[config.mk]
export PLATFORM = sky130hd
export DESIGN_NAME = wp_boundary_guard
export DESIGN_NICKNAME = d
export VERILOG_FILES = /design/src/rtl/wp_pkg.sv /design/src/rtl/wp_decode.sv /design/src/rtl/wp_state.sv /design/src/rtl/wp_guard.sv /design/src/rtl/wp_rd_ser.sv /design/src/rtl/wp_boundary_guard.sv
export SDC_FILE = /design/constraint.sdc
export NUM_CORES = 1
export LEC_CHECK = 0
export CAP_MARGIN = 20
export CELL_PAD_IN_SITES_DETAIL_PLACEMENT = 1
export CELL_PAD_IN_SITES_GLOBAL_PLACEMENT = 2
export CORE_ASPECT_RATIO = 0.7
export CORE_MARGIN = 2
export CORE_UTILIZATION = 33
export CTS_BUF_LIST = sky130_fd_sc_hd__clkbuf_4 sky130_fd_sc_hd__clkbuf_8 sky130_fd_sc_hd__clkbuf_16
export DETAILED_ROUTE_END_ITERATION = 10
export PLACE_DENSITY = 0.85
export SKIP_CTS_REPAIR_TIMING = 1
export SLEW_MARGIN = 20
export SYNTH_ARGS = -nofsm -noshare
export SYNTH_HDL_FRONTEND = slang
export SYNTH_HIERARCHICAL = 1
export SYNTH_SLANG_ARGS = --single-unit
[constraint.sdc]
create_clock -name clk_i -period 2.6 [get_ports clk_i]
set_input_delay 0.65 -clock clk_i [delete_from_list [all_inputs] [get_ports clk_i]]
set_output_delay 0.65 -clock clk_i [all_outputs]
set_load 0.02 [all_outputs]
[src/rtl/wp_pkg.sv]
package wp_pkg;
  localparam logic [1:0] OP_EXT = 2'b00;
  localparam logic [1:0] OP_WR  = 2'b01;
  localparam logic [1:0] OP_RD  = 2'b10;
  localparam logic [1:0] OP_ER  = 2'b11;

  localparam logic [1:0] EXT_DIS  = 2'b00;
  localparam logic [1:0] EXT_WRAL = 2'b01;
  localparam logic [1:0] EXT_ERAL = 2'b10;
  localparam logic [1:0] EXT_EN   = 2'b11;

  typedef enum logic [3:0] {
    CMD_MEM_RD,
    CMD_MEM_WR,
    CMD_MEM_WRALL,
    CMD_MEM_OTHER,
    CMD_PR_EN,
    CMD_PR_CLR,
    CMD_PR_WR,
    CMD_PR_DIS,
    CMD_PR_RD,
    CMD_PR_OTHER
  } cmd_e;
endpackage

[src/rtl/wp_decode.sv]
module wp_decode
  import wp_pkg::*;
#(
  parameter int AW = 6
) (
  input  logic          pre_i,
  input  logic [1:0]    opcode_i,
  input  logic [AW-1:0] addr_i,
  output cmd_e          cmd_o
);
  logic [1:0] ext;
  assign ext = addr_i[AW-1 -: 2];

  always_comb begin
    cmd_o = CMD_MEM_OTHER;
    if (!pre_i) begin
      unique case (opcode_i)
        OP_RD:   cmd_o = CMD_MEM_RD;
        OP_WR:   cmd_o = CMD_MEM_WR;
        OP_EXT:  cmd_o = (ext == EXT_WRAL) ? CMD_MEM_WRALL : CMD_MEM_OTHER;
        default: cmd_o = CMD_MEM_OTHER;
      endcase
    end else begin
      unique case (opcode_i)
        OP_EXT: begin
          if (ext == EXT_EN)       cmd_o = CMD_PR_EN;
          else if (addr_i == '0)   cmd_o = CMD_PR_DIS;
          else                     cmd_o = CMD_PR_OTHER;
        end
        OP_WR:   cmd_o = CMD_PR_WR;
        OP_RD:   cmd_o = CMD_PR_RD;
        default: cmd_o = (addr_i == '1) ? CMD_PR_CLR : CMD_PR_OTHER;
      endcase
    end
  end
endmodule

[src/rtl/wp_state.sv]
module wp_state
  import wp_pkg::*;
#(
  parameter int AW = 6
) (
  input  logic          clk_i,
  input  logic          rst_ni,
  input  logic          frame_i,
  input  logic          pe_i,
  input  cmd_e          cmd_i,
  input  logic [AW-1:0] addr_i,
  output logic [AW-1:0] bnd_o,
  output logic          cleared_o,
  output logic          locked_o
);
  logic          armed_q, locked_q, cleared_q;
  logic [AW-1:0] bnd_q;
  logic          upd_ok;

  // change window: armed by the directly preceding frame
  assign upd_ok = frame_i && armed_q && pe_i && !locked_q;

  always_ff @(posedge clk_i or negedge rst_ni) begin
    if (!rst_ni) begin
      armed_q   <= 1'b0;
      locked_q  <= 1'b0;
      cleared_q <= 1'b1;
      bnd_q     <= '1;
    end else if (frame_i) begin
      armed_q <= (cmd_i == CMD_PR_EN) && pe_i;
      if (upd_ok) begin
        unique case (cmd_i)
          CMD_PR_CLR: begin
            bnd_q     <= '1;
            cleared_q <= 1'b1;
          end
          CMD_PR_WR: begin
            bnd_q     <= addr_i;
            cleared_q <= 1'b0;
          end
          CMD_PR_DIS: locked_q <= 1'b1;
          default: ;
        endcase
      end
    end
  end

  assign bnd_o     = bnd_q;
  assign cleared_o = cleared_q;
  assign locked_o  = locked_q;

  p_lock_sticky_r7: assert property (@(posedge clk_i) disable iff (!rst_ni)
    locked_q |=> locked_q);
  p_lock_freezes_r7: assert property (@(posedge clk_i) disable iff (!rst_ni)
    locked_q |=> ($stable(bnd_q) && $stable(cleared_q)));
  p_change_needs_arm_r4: assert property (@(posedge clk_i) disable iff (!rst_ni)
    (frame_i && !armed_q) |=> ($stable(bnd_q) && $stable(cleared_q)));
  p_change_needs_pe_r3: assert property (@(posedge clk_i) disable iff (!rst_ni)
    (frame_i && !pe_i) |=> ($stable(bnd_q) && $stable(locked_q)));
endmodule

[src/rtl/wp_guard.sv]
module wp_guard
  import wp_pkg::*;
#(
  parameter int AW = 6
) (
  input  logic          clk_i,
  input  logic          rst_ni,
  input  logic          frame_i,
  input  logic          pe_i,
  input  cmd_e          cmd_i,
  input  logic [AW-1:0] addr_i,
  input  logic [AW-1:0] bnd_i,
  input  logic          cleared_i,
  output logic          grant_o
);
  logic below, word_ok, all_ok;

  assign below   = addr_i < bnd_i;
  assign word_ok = (cmd_i == CMD_MEM_WR) && (cleared_i || below);
  assign all_ok  = (cmd_i == CMD_MEM_WRALL) && cleared_i;
  assign grant_o = frame_i && pe_i && (word_ok || all_ok);

  p_idle_quiet_r10: assert property (@(posedge clk_i) disable iff (!rst_ni)
    !frame_i |-> !grant_o);
  p_pe_blocks_r3: assert property (@(posedge clk_i) disable iff (!rst_ni)
    (frame_i && !pe_i) |-> !grant_o);
endmodule

[src/rtl/wp_rd_ser.sv]
module wp_rd_ser #(
  parameter int AW = 6
) (
  input  logic          clk_i,
  input  logic          rst_ni,
  input  logic          load_i,
  input  logic          shift_i,
  input  logic [AW-1:0] bnd_i,
  output logic          bit_o
);
  logic [AW-1:0] sr_q;

  always_ff @(posedge clk_i or negedge rst_ni) begin
    if (!rst_ni)      sr_q <= '1;
    else if (load_i)  sr_q <= bnd_i;
    else if (shift_i) sr_q <= {sr_q[AW-2:0], 1'b0};
  end

  assign bit_o = sr_q[AW-1];

  p_load_wins_r9: assert property (@(posedge clk_i) disable iff (!rst_ni)
    load_i |=> (sr_q == $past(bnd_i)));
  p_shift_msb_r9: assert property (@(posedge clk_i) disable iff (!rst_ni)
    (shift_i && !load_i) |=> (bit_o == $past(sr_q[AW-2])));
endmodule

[src/rtl/wp_boundary_guard.sv]
module wp_boundary_guard
  import wp_pkg::*;
#(
  parameter int AW = 6
) (
  input  logic          clk_i,
  input  logic          rst_ni,
  input  logic          frame_i,
  input  logic          pre_i,
  input  logic          pe_i,
  input  logic [1:0]    opcode_i,
  input  logic [AW-1:0] addr_i,
  input  logic          rd_shift_i,
  output logic          wr_grant_o,
  output logic          rd_bit_o
);
  cmd_e          cmd;
  logic [AW-1:0] bnd;
  logic          cleared, locked;
  logic          rd_load;

  wp_decode #(.AW(AW)) u_dec (
    .pre_i(pre_i), .opcode_i(opcode_i), .addr_i(addr_i), .cmd_o(cmd)
  );

  wp_state #(.AW(AW)) u_state (
    .clk_i(clk_i), .rst_ni(rst_ni), .frame_i(frame_i), .pe_i(pe_i),
    .cmd_i(cmd), .addr_i(addr_i),
    .bnd_o(bnd), .cleared_o(cleared), .locked_o(locked)
  );

  wp_guard #(.AW(AW)) u_guard (
    .clk_i(clk_i), .rst_ni(rst_ni), .frame_i(frame_i), .pe_i(pe_i),
    .cmd_i(cmd), .addr_i(addr_i), .bnd_i(bnd), .cleared_i(cleared),
    .grant_o(wr_grant_o)
  );

  assign rd_load = frame_i && (cmd == CMD_PR_RD);

  wp_rd_ser #(.AW(AW)) u_rd (
    .clk_i(clk_i), .rst_ni(rst_ni), .load_i(rd_load), .shift_i(rd_shift_i),
    .bnd_i(bnd), .bit_o(rd_bit_o)
  );

  p_pre_high_no_grant_r2: assert property (@(posedge clk_i) disable iff (!rst_ni)
    (frame_i && pre_i) |-> !wr_grant_o);
  p_wrall_needs_clear_r8: assert property (@(posedge clk_i) disable iff (!rst_ni)
    (frame_i && !pre_i && opcode_i == 2'b00 && addr_i[AW-1 -: 2] == 2'b01 && wr_grant_o)
      |-> cleared);
  p_grant_below_r5: assert property (@(posedge clk_i) disable iff (!rst_ni)
    (frame_i && !pre_i && opcode_i == 2'b01 && wr_grant_o && !cleared) |-> (addr_i < bnd));
  p_locked_stays_r7: assert property (@(posedge clk_i) disable iff (!rst_ni)
    locked |=> $stable(bnd));
endmodule

## After elaboration in Yosys (flattened, before gate mapping)

Cells that the tools add are included.

| storage, ports and cells | value |
|---|---|
| register bits | 15 |

| cells by class | value |
|---|---|
| magnitude comparators | 1 |
| equal/unequal tests | 12 |
| muxes and demuxes | 11 |
| reductions and logical operators | 18 |

Operators by type and width:

| cell | count |
|---|---|
| case mux 4 bit (3 select lines) | 2 |
| == test 4 x 3 -> 1 bit, second input constant | 4 |
| two-way mux 4 bit | 4 |
| two-way mux 6 bit | 2 |
| case mux 6 bit (2 select lines) | 1 |
| logical AND 1 bit | 9 |
| == test 6 bit, second input constant | 1 |
| logical NOT 6 bit | 1 |
| less-than comparator 6 bit | 1 |
| AND reduction 3 bit | 2 |
| == test 2 x 1 -> 1 bit, second input constant | 2 |
| == test 2 bit, second input constant | 2 |
| == test 4 x 1 -> 1 bit, second input constant | 1 |
| == test 4 x 2 -> 1 bit, second input constant | 1 |
| == test 4 bit, second input constant | 1 |
| nonzero test 2 bit | 2 |
| logical NOT 2 bit | 1 |
| logical OR 1 bit | 2 |
| case mux 1 bit (2 select lines) | 1 |
| logical NOT 1 bit | 1 |
| two-way mux 1 bit | 1 |

## Longest topological paths before layout

| logic depth | value |
|---|---|
| depth after elaboration | 9 |
| depth in mapped cells | 10 |
| mapped depth without buffers | 9 |

## Cells and area by module

The synthesis kept the hierarchy.

Modules (own cells, without submodules):

| module | instances | cells an instance | area each (um^2) | seq. area each (um^2) |
|---|---|---|---|---|
| wp_state | 1 | 52 | 535.5 | 234.0 |
| wp_rd_ser | 1 | 26 | 282.8 | 157.7 |
| wp_decode | 1 | 28 | 190.2 | 0.0 |
| wp_guard | 1 | 23 | 165.2 | 0.0 |
| wp_boundary_guard | 1 | 2 | 13.8 | 0.0 |

## Worst setup path after synthesis

OpenSTA, ideal clock, no wires.

| path | value |
|---|---|
| path kind | input -> output |
| start point | in opcode_i[0] |
| end point | out wr_grant_o |
| arrival | 2031 ps |
| data required time | 1950 ps |
| slack | -81 ps |
| cell stages on the path | 7 |
| buffers on the path | 0 |
| cell sequence | inv_1 > ha_1 > a41o_1 > o31a_1 > nor4_1 > o21ai_0 > nor2_1 |

| between the ends | value |
|---|---|
| word-level cells in the longest chain between the ends | 7 |
| elaborated cells on any way between the ends | 12 |

RTL lines:

| element | RTL line | text |
|---|---|---|
| start: declaration | wp_boundary_guard.sv:11 | `input logic [1:0] opcode_i,` |
| == test 2 bit (tied with other cells) | wp_decode.sv:24 | `unique case (opcode_i)` |
| case mux 4 bit (3 select lines) * | wp_decode.sv:24 |  |
| two-way mux 4 bit * | wp_decode.sv:16 | `if (!pre_i) begin` |
| named net cmd[2] | wp_boundary_guard.sv:17 | `cmd_e cmd;` |
| == test 4 x 1 -> 1 bit / == test 4 x 2 -> 1 bit (equally long branches) | wp_guard.sv:19, wp_guard.sv:20 |  |
| logical AND 1 bit, on equally long branches | wp_guard.sv:19, wp_guard.sv:20 |  |
| logical OR 1 bit * | wp_guard.sv:21 | `assign grant_o = frame_i && pe_i && (word_ok \|\| all_ok);` |
| logical AND 1 bit * | wp_guard.sv:21 |  |
| end: declaration | wp_boundary_guard.sv:14 | `output logic wr_grant_o,` |

Mark *: on every way through the listed nets, which the timed path passes. The rest lies on a longest branch.

## Worst setup path in the final report

Ends and elaborated chain as after synthesis.

==> summary by stage <==
CTS
Clock-pin slew was measured on the worst setup and hold paths at 0.06 ns. Buffers inserted during clock tree synthesis total 3. The clock network latency to the later pin of the worst-skew pair is around 0.24 ns.

The cell at the root of the clock tree is clkbuf_8. The count of clock tree sinks is 15. The TritonCTS clock tree is built. The number of levels in the clock H-tree is 1.

Counting along the longest clock path gives a buffer depth of 2.

Timing
In the finished design, the share of the clock period the worst path needs comes to 115%. In this run the tightest slew margin relative to its limit is between 50 and 60%. The final period demand of the worst path is about 3 ns. For the final database, setup skew stands at between 0.001 and 0.0015 ns. In the final timing run, aggregate negative setup slack is -0.392 ns. The number of max-slew violations in the final report came to 0. The count of final hold-check violations is 0.

Setup repair after global routing could not meet its margin everywhere. For the pin with the worst max-slew slack, the measured transition is 0.689 ns. In the post-route analysis, the smallest setup slack over all paths is -0.392 ns. The fmax is about 330 MHz. The tightest hold margin is between 0.5 and 0.6 ns. The final count of negative-setup-slack endpoints is 1.

Finish
Registers take 392 um2. The top cell types in the final layout, fill and taps aside, are buf_4 (33), inv_1 (16), dfstp_2 (13). The library cell used most frequently in the layout, excluding fill and tap cells, is buf_4.

The total number of nets in the final design is 199. The post-route standard cell area excluding fillers is 1700 um2. The multi-input combinational cells in the finished layout cover a total of between 600 and 700 um2. The final standard cell utilization of the core is roughly 49%. Cells with a size suffix above 1 make up about two fifths of the layout. The number of inserted diodes is 0. Leaving out filler cells and counting taps, the final layout contains 226. The area growth from synthesis to layout is 42.9%. The fill cell total of the finished layout is between 400 and 500.

Drt
The routed layout has around 1100 vias. The number of nets with antenna violations after detailed routing is 0. After detailed routing, the average wire length per cell comes to approximately 15 um. The first routing iteration left 38 violations.

In the routed design, unresolved DRC markers number 0. The average vias per placed instance is around 5.0. The wire length reported by the detailed router is 3450 um. The number of iterations in the first detailed-routing pass is 3.

Setup path
The worst setup path is captured at an output pin. The class of the most critical setup path is input pin to output pin. The arrival time of the worst setup path is 2.34 ns. In this run the critical register-to-register path is launched from u_state/armed_q. The element type at the critical path start is an input pin. In this run the worst setup path begins at opcode_i[0].

STA puts the critical path data required time at 1.95 ns. Of all nets on the critical path, the largest fanout is 5.

Floorplan
The die area is a little over 4000 um2. The width of the die is 75.7 um. Once the floorplan was initialized, standard cells occupied 34.0% of the core. The number of I/O pins is 16. The number of core rows is 18. The floorplan step set the die height to between 50 and 60 um.

The floorplan step defined a core boundary enclosing 3490 um2.

Job
The number of maximum-capacitance constraint violations is 0.

Synthesis
The async set-or-reset flop fraction in the synthesized netlist is between 90% and 100%. The unique cell type count in the Yosys netlist is 39. The fraction of the yosys area taken by sequential cells is about a third.

The register bit count reported by yosys is 15. The mapped cell area is roughly 1200 um2. Yosys attributes the largest share of cell area to dfstp_2 (29%), ha_1 (8.4%), inv_1 (6.0%).

The dominant register cell in the synthesized netlist is dfstp_2. Counting every instance in the synthesized netlist gives between 100 and 150. The share of the synthesized area in the top cell type is between 20% and 30%. The synthesized net count is approximately 150. The synthesized design contains 0 enable-type register cells. The synthesis warning total is 6.

The biggest area contributor in the post-synthesis netlist is dfstp_2. After synthesis, the mean cell area works out to roughly 9 um2.

Placement
Detailed placement finished with a half-perimeter wire length of 2700 um. The placed instances occupy a cell area of roughly 1600 um2. The placer's final routability congestion estimate is 0.948. The quantity of I/O buffers inserted on ports is 15. Once placement completed, the tool counted placed cells totaling 217.

Worst hold path
The tightest min-delay check is of the flip-flop to flip-flop type. In this run the most critical hold path is launched from u_rd/sr_q[0].

Status
The checks that failed: setup timing. The run finished, with violations left.

Power and ir drop
The power density over cell area is between 300 and 400 nW/um2. The peak ir drop on the vdd network is 0.246 mV. For this design the static power due to leakage is roughly 0.81 nW.

Global routing
The total global-route track usage is between 10% and 20%. The number of antenna violations at the first check in global routing is 0. The via count of the first global-routing pass is around 1100. The largest net degree at the start of global routing is 19. The wire length of the first global-routing pass is between 5000 and 6000 um. The total congestion overflow after global routing is 0.
[area by class of cell]
type                    instances  area share [%]
flip-flops and latches         15            23.1
multi-input cells              89            41.0
well taps                      50            3.69
inverters                      19            4.20
repair buffers                 49            25.1
clock buffers                   4            2.88
[critical path, stage by stage]
cell	delay, ns
buf_8	0.11
buf_6	0.10
nor2b_4	0.11
a41o_1	0.21
buf_4	0.13
o31a_1	0.27
nor4_1	0.35
o21ai_1	0.17
nor2_2	0.12
buf_6	0.12
[cell usage after synthesis (2+ instances only)]
library cell and number:
a41oi_1 6, and4b_1 2, buf_4 3, buf_6 3, dfrtp_1 2, dfstp_2 13
ha_1 8, inv_1 19, mux2i_1 6, nand2_1 13, nand2b_1 2, nor2_1 11
nor2b_1 2, nor3_1 3, o21ai_0 5, o21ai_1 5, o22a_1 6
[sequential cells by signal, summed over array words and instances, names as in the netlist]
name,flops
u_state/armed_q,1
u_state/locked_o,1
u_rd/sr_q,6
u_state/cleared_o,1
u_state/bnd_o,6
[cells by family after synthesis]
kind of cell | after synthesis | share of synthesized area (%)
flip-flops | 15 | 33.0
XOR/XNOR | 1 | 0.738
buffers and inverters | 27 | 12.3
AND/OR/NAND/NOR | 40 | 18.0
multiplexers | 6 | 5.06
adder cells (fa/ha/maj) | 8 | 8.43
AO/OA/AOI/OAI | 34 | 22.4
[final timing paths]
kind	endpoint	slack, ns	cells past startpoint
worst max-delay path	wr_grant_o	-0.39	10
worst min-delay path	u_rd/sr_q[0]	0.51	2
worst max register to register	u_state/bnd_o[4]	1.44	3
worst min register to register	u_rd/sr_q[0]	0.51	2
max in group asynchronous	u_state/locked_o	1.34	1
min in group asynchronous	u_state/armed_q	0.83	1
[where the power goes]
| group | internal (W) | switching, W | leakage, nW |
|---|---|---|---|
| clock network | 0.000119 | 0.0000790 | 0.0262 |
| registers | 0.000235 | 0.000000577 | 0.162 |
| logic | 0.0000818 | 0.0000792 | 0.619 |
[through the flow]
stage	total power, W	setup slack (ns)
global placement	0.000375	-1.13
CTS	0.000588	-1.24
detailed placement	0.000383	-1.24
floorplan	0.000314	0.0110
global route	0.000626	-0.395
finish	0.000595	-0.392
[per-layer routing]
layer / wire, um / GRT usage, %
met1: 1650 / 24.2
met2: 1720 / 30.4
met3: 79 / 4.49
met4: 0 / 2.05
met5: 0 / 0
(Power assumes the default switching activity.)
